`src/rtl/evirq_pkg.sv`:
```
package evirq_pkg;
  localparam int NSRC = 4;
  localparam int REG_W = 32;
  localparam int GIE_BIT = 31;
  localparam int CAP_MODE_LSB = 3;
  localparam int CAP_BURST_BIT = 8;

  localparam logic [11:0] OFF_EN   = 12'h008;
  localparam logic [11:0] OFF_VEC  = 12'h00C;
  localparam logic [11:0] OFF_STAT = 12'h010;
  localparam logic [11:0] OFF_CAP  = 12'h014;

  typedef enum logic [1:0] {
    POL_LEVEL_HIGH = 2'd0,
    POL_LEVEL_LOW  = 2'd1,
    POL_EDGE_RISE  = 2'd2,
    POL_EDGE_FALL  = 2'd3
  } pol_e;

  // source index -> register bit position
  function automatic int src_pos(input int idx);
    case (idx)
      0: return 0;
      1: return 1;
      2: return 2;
      default: return 7;
    endcase
  endfunction

  function automatic logic [REG_W-1:0] src_word_mask();
    logic [REG_W-1:0] m;
    m = '0;
    for (int i = 0; i < NSRC; i++) m[src_pos(i)] = 1'b1;
    return m;
  endfunction
endpackage

```
`src/rtl/evirq_status.sv`:
```
module evirq_status #(
  parameter int N = 4
) (
  input  logic         clk,
  input  logic         rst,
  input  logic [N-1:0] ev,
  input  logic         clr_we,
  input  logic [N-1:0] clr_bits,
  output logic [N-1:0] stat_q
);
  always_ff @(posedge clk) begin
    if (rst) begin
      stat_q <= '0;
    end else begin
      for (int i = 0; i < N; i++) begin
        if (ev[i])                        stat_q[i] <= 1'b1;  // set beats clear
        else if (clr_we && clr_bits[i])   stat_q[i] <= 1'b0;
      end
    end
  end
endmodule

```
`src/rtl/evirq_cfg.sv`:
```
module evirq_cfg #(
  parameter int N     = 4,
  parameter int VEC_W = 4
) (
  input  logic             clk,
  input  logic             rst,
  input  logic             en_we,
  input  logic [N-1:0]     en_bits,
  input  logic             gie_bit,
  input  logic             vec_we,
  input  logic [VEC_W-1:0] vec_bits,
  output logic [N-1:0]     en_q,
  output logic             gie_q,
  output logic [VEC_W-1:0] vec_q
);
  always_ff @(posedge clk) begin
    if (rst) begin
      en_q  <= '0;
      gie_q <= 1'b0;
      vec_q <= '0;
    end else begin
      if (en_we) begin
        en_q  <= en_bits;
        gie_q <= gie_bit;
      end
      if (vec_we) vec_q <= vec_bits;
    end
  end
endmodule

```
`src/rtl/evirq_out.sv`:
```
module evirq_out
  import evirq_pkg::*;
#(
  parameter pol_e POL = POL_LEVEL_HIGH
) (
  input  logic clk,
  input  logic rst,
  input  logic pend,
  output logic irq_o
);
  localparam logic IDLE = (POL == POL_LEVEL_LOW) || (POL == POL_EDGE_FALL);

  logic pend_d;
  logic nxt;

  always_comb begin
    case (POL)
      POL_LEVEL_HIGH: nxt = pend;
      POL_LEVEL_LOW:  nxt = ~pend;
      POL_EDGE_RISE:  nxt = pend & ~pend_d;
      default:        nxt = ~(pend & ~pend_d);
    endcase
  end

  always_ff @(posedge clk) begin
    if (rst) begin
      pend_d <= 1'b0;
      irq_o  <= IDLE;
    end else begin
      pend_d <= pend;
      irq_o  <= nxt;
    end
  end
endmodule

```
`src/rtl/evirq_ctrl.sv`:
```
module evirq_ctrl
  import evirq_pkg::*;
#(
  parameter int   ADDR_W       = 12,
  parameter int   VEC_W        = 4,
  parameter pol_e POLARITY     = POL_LEVEL_HIGH,
  parameter bit   BURST_STATIC = 1'b1
) (
  input  logic              clk,
  input  logic              rst,
  input  logic              reg_wr,
  input  logic              reg_rd,
  input  logic [ADDR_W-1:0] reg_addr,
  input  logic [REG_W-1:0]  reg_wdata,
  output logic [REG_W-1:0]  reg_rdata,
  input  logic              ev_data_avail,
  input  logic              ev_sts_valid,
  input  logic              ev_loc_change,
  input  logic              ev_cmd_ready,
  output logic              irq_o,
  output logic [VEC_W-1:0]  irq_line
);
  localparam logic [ADDR_W-1:0] A_EN   = ADDR_W'(OFF_EN);
  localparam logic [ADDR_W-1:0] A_VEC  = ADDR_W'(OFF_VEC);
  localparam logic [ADDR_W-1:0] A_STAT = ADDR_W'(OFF_STAT);
  localparam logic [ADDR_W-1:0] A_CAP  = ADDR_W'(OFF_CAP);
  localparam logic [REG_W-1:0]  CAP_WORD = src_word_mask()
      | (REG_W'(1) << (CAP_MODE_LSB + int'(POLARITY)))
      | (REG_W'(BURST_STATIC) << CAP_BURST_BIT);

  logic [NSRC-1:0]  ev_vec, clr_bits, en_bits, stat_q, en_q;
  logic             gie_q, pend;
  logic [VEC_W-1:0] vec_q;
  logic [REG_W-1:0] stat_word, en_word;

  assign ev_vec = {ev_cmd_ready, ev_loc_change, ev_sts_valid, ev_data_avail};

  always_comb begin
    stat_word = '0;
    en_word   = '0;
    for (int i = 0; i < NSRC; i++) begin
      clr_bits[i]            = reg_wdata[src_pos(i)];
      en_bits[i]             = reg_wdata[src_pos(i)];
      stat_word[src_pos(i)]  = stat_q[i];
      en_word[src_pos(i)]    = en_q[i];
    end
    en_word[GIE_BIT] = gie_q;
  end

  evirq_status #(.N(NSRC)) u_status (
    .clk      (clk),
    .rst      (rst),
    .ev       (ev_vec),
    .clr_we   (reg_wr && reg_addr == A_STAT),
    .clr_bits (clr_bits),
    .stat_q   (stat_q)
  );

  evirq_cfg #(.N(NSRC), .VEC_W(VEC_W)) u_cfg (
    .clk      (clk),
    .rst      (rst),
    .en_we    (reg_wr && reg_addr == A_EN),
    .en_bits  (en_bits),
    .gie_bit  (reg_wdata[GIE_BIT]),
    .vec_we   (reg_wr && reg_addr == A_VEC),
    .vec_bits (reg_wdata[VEC_W-1:0]),
    .en_q     (en_q),
    .gie_q    (gie_q),
    .vec_q    (vec_q)
  );

  assign pend = gie_q && |(stat_q & en_q);

  evirq_out #(.POL(POLARITY)) u_out (
    .clk   (clk),
    .rst   (rst),
    .pend  (pend),
    .irq_o (irq_o)
  );

  assign irq_line = vec_q;

  always_ff @(posedge clk) begin
    if (rst) begin
      reg_rdata <= '0;
    end else if (reg_rd) begin
      case (reg_addr)
        A_EN:    reg_rdata <= en_word;
        A_VEC:   reg_rdata <= REG_W'(vec_q);
        A_STAT:  reg_rdata <= stat_word;
        A_CAP:   reg_rdata <= CAP_WORD;
        default: reg_rdata <= '0;
      endcase
    end
  end
endmodule

```
`config.mk`:
```
export PLATFORM = sky130hd
export DESIGN_NAME = evirq_ctrl
export DESIGN_NICKNAME = d
export VERILOG_FILES = /design/src/rtl/evirq_pkg.sv /design/src/rtl/evirq_status.sv /design/src/rtl/evirq_cfg.sv /design/src/rtl/evirq_out.sv /design/src/rtl/evirq_ctrl.sv
export SDC_FILE = /design/constraint.sdc
export NUM_CORES = 1
export LEC_CHECK = 0
export BUFFER_PORTS_ARGS = -buffer_cell sky130_fd_sc_hd__clkbuf_2
export CAP_MARGIN = 20
export CORE_MARGIN = 3
export CORE_UTILIZATION = 43
export DETAILED_ROUTE_END_ITERATION = 8
export GPL_TIMING_DRIVEN = 0
export HOLD_SLACK_MARGIN = 0.06
export PLACE_DENSITY = 0.94
export RECOVER_POWER = 25
export SYNTH_ARGS = -nofsm -noshare
export SYNTH_HDL_FRONTEND = slang
export SYNTH_HIERARCHICAL = 1
export SYNTH_SLANG_ARGS = --single-unit
```
`constraint.sdc`:
```
create_clock -name clk -period 3.3 [get_ports clk]
set_clock_uncertainty 0.1 [all_clocks]
set_input_delay 0.495 -clock clk [delete_from_list [all_inputs] [get_ports clk]]
set_output_delay 0.495 -clock clk [all_outputs]
set_load 0.02 [all_outputs]
```
==> metrics.yaml <==
status: "finished, final reports clean"
die_y_um: 59.1
multi_input_comb_area_um2: 618
holdPathStages: 2
area_delta_synth_final_pct: 26.8
synth_most_common_cell: "buf_4"
start_util: 0.472
grt_pass1_vias: 898
drt.antenna.violating_nets: 0
first_pass_iters: 4
place.gp.congestion: 0.812
grt_pass1_wl_um: 3860
ys_top_cells_by_count: "buf_4 (26), dfxtp_1 (21), nor2_1 (17)"
htree_levels: 1
nNetsFinal: 253
worst_slack_ps: 1290
crit_path_end_kind: "register"
slew_headroom: 0.462
die-area_mm2: 0.00349
tightest_slew_ps: 800
cp.required_ps: 3350
crit_fanout: 5
syn_area_mm2: 0.00121
crit_path_cell_trace: "clkbuf_2 -> nor4_4 -> nand3_2 -> nor4_1 -> a311oi_1"
muxShareOfSynthArea: 0.0992
layout_min_cycle_time_ps: 2010
regArea_um2: 420
drv_slew: 0
max_stage_delay_ps: 700
synth_compound_area_frac: 0.139
antenna_found_initial: 0
rows: 18
crit_slowest_cell: "nor4_1"
rsz0062_at_grt: "no"
yosys_warnings: 6
cts_resized: 0
switchingPower_uw: 130
vias: 1042
n_fill_cell: 256
yosysSeqAreaShare: 0.347
drive_gt1_frac: 0.355
cts-hold-fix-buffers: 0
root_buffer: "clkbuf_4"
synthXorXnorAreaFrac: 0
period_share: 0.608
clk_latency_ps: 290
grt_usage: 0.144
clk_pin_slew_ps: 110
synth_cell_types: 34
wl_per_cell_um: 10.6
core_area_mm2: 0.00257
dp_slack_ps: 917
hpwl_um: 2050
hp-class: "in -> reg"
cap_violations: 0
fmaxAchievable_mhz: 498
io_buffer_count: 36
yosysTopAreaCellShare: 0.347
syn_area_per_cell_um2: 8.91
cts_buffers: 3
totalWireLength_um: 2450
crit_arrival_ps: 2050
power.density_mw_per_mm2: 310
via_per_inst: 4.53
synth_area_leaders: "dfxtp_1 (35%), buf_4 (16%), mux2i_1 (9.9%)"
start_kind: "input pin"
critPathKind: "in -> reg"
clkPwrFrac: 0.248
io_pins: 89
die_w_um: 59.1
synth_fa_ha_area_frac: 0
seq_power_share: 0.546
finalSetupTns_ps: 0
ys_async_sr_fraction: 0
synth_edf_count: 0
antenna_cells: 0
route.detailed.drc: 0
grt_max_degree: 12
ir_drop_mv: 0.216
synth_top_family_by_area: "buffers and inverters"
intPower_uw: 346
pwr-share-comb: 0.206
gr-total-overflow: 0
cts_tree: "yes"
drt_iter0_drc: 21
synth_cells: 136
synth_top_cell_by_area: "dfxtp_1"
synthSimpleGateAreaFrac: 0.200
ys_ff_latch: 21
p_sw_frac: 0.274
reg2regPathDepth: 3
hold_viol_final: 0
timing.hold.ws_ps: 323
clockBufferDepth: 2
p_leak_uw: 0.000728
clkSinkCount: 21
synthFlopType: "dfxtp_1"
cts_setup_buffers: 0
setup_violations: 0
final cells by class:
cell class,count,area share
multi-input cells,98,0.403
flip-flops and latches,21,0.274
plain buffers,31,0.141
repair buffers,36,0.117
inverters,10,0.0244
well taps,30,0.0244
clock buffers,4,0.0171
state kept, by name, indices dropped and copies added, names as in the netlist:
register / flops
u_cfg/en_q: 4
u_out/irq_o: 1
reg_rdata: 7
u_status/stat_q: 4
u_cfg/gie_q: 1
u_cfg/vec_q: 4
through the flow:
stage	cell area [um^2]	util	instances	power, uW
3_5_place_dp	1520	0.592	226	363
4_1_cts	1550	0.602	230	482
5_1_grt	1540	0.598	230	505
2_1_floorplan	1300	-	160	337
3_3_place_gp	1520	0.592	226	362
6_report	1540	0.598	230	476
layer usage:
| layer | wire length (um) | global-route usage | share of wire | up-vias |
|---|---|---|---|---|
| li1 | - | - | - | 553 |
| met1 | 1060 | 0.184 | 0.43 | 449 |
| met2 | 1160 | 0.241 | 0.47 | 38 |
| met3 | 210 | 0.0240 | 0.086 | 2 |
| met4 | 16 | 0.0550 | 0.0065 | 0 |
| met5 | 0 | 0 | 0 | - |
power groups by stage:
stage | clock network (uW) | registers [uW] | logic (uW)
3_3_place_gp | 0 | 266 | 96.2
6_report | 118 | 260 | 98.2
3_5_place_dp | 0 | 266 | 97.6
4_1_cts | 124 | 260 | 97.8
2_1_floorplan | 0 | 265 | 72.1
5_1_grt | 136 | 261 | 108
cells in the final DEF, fill, tap and decap left out, types with 3 or more instances in the layout:
cell       n
clkbuf_2  36
mux2i_1   12
nand2_1    4
buf_4     26
clkbuf_4   3
dfxtp_1   21
clkbuf_1   4
nor2_1    17
nand4_1    3
a311oi_1   4
inv_1     10
o32ai_1    3
o22a_1     3
conb_1    25
cell families (layout without fill, tap and decap cells):
logic type	count (synthesis)	count (layout)
AND/OR/NAND/NOR	42	42
buffers and inverters	41	81
flip-flops	21	21
AO/OA/AOI/OAI	19	19
multiplexers	12	12
other	1	25
worst max-delay path: cells and delay by family:
kind            cells  cell delay [ps]
compound gates      1              200
buf+inv             1              100
simple gates        3             1250
path summary, 6_finish.rpt:
kind                              startpoint                 end  slack (ps)
worst max-delay path             reg_addr[7]  u_status/stat_q[2]        1290
worst min-delay path            reg_wdata[7]  u_status/stat_q[3]         320
worst max register to register   u_cfg/gie_q       reg_rdata[31]        2170
worst min register to register  reg_rdata[8]        reg_rdata[8]         370
(Power assumes the default switching activity.)
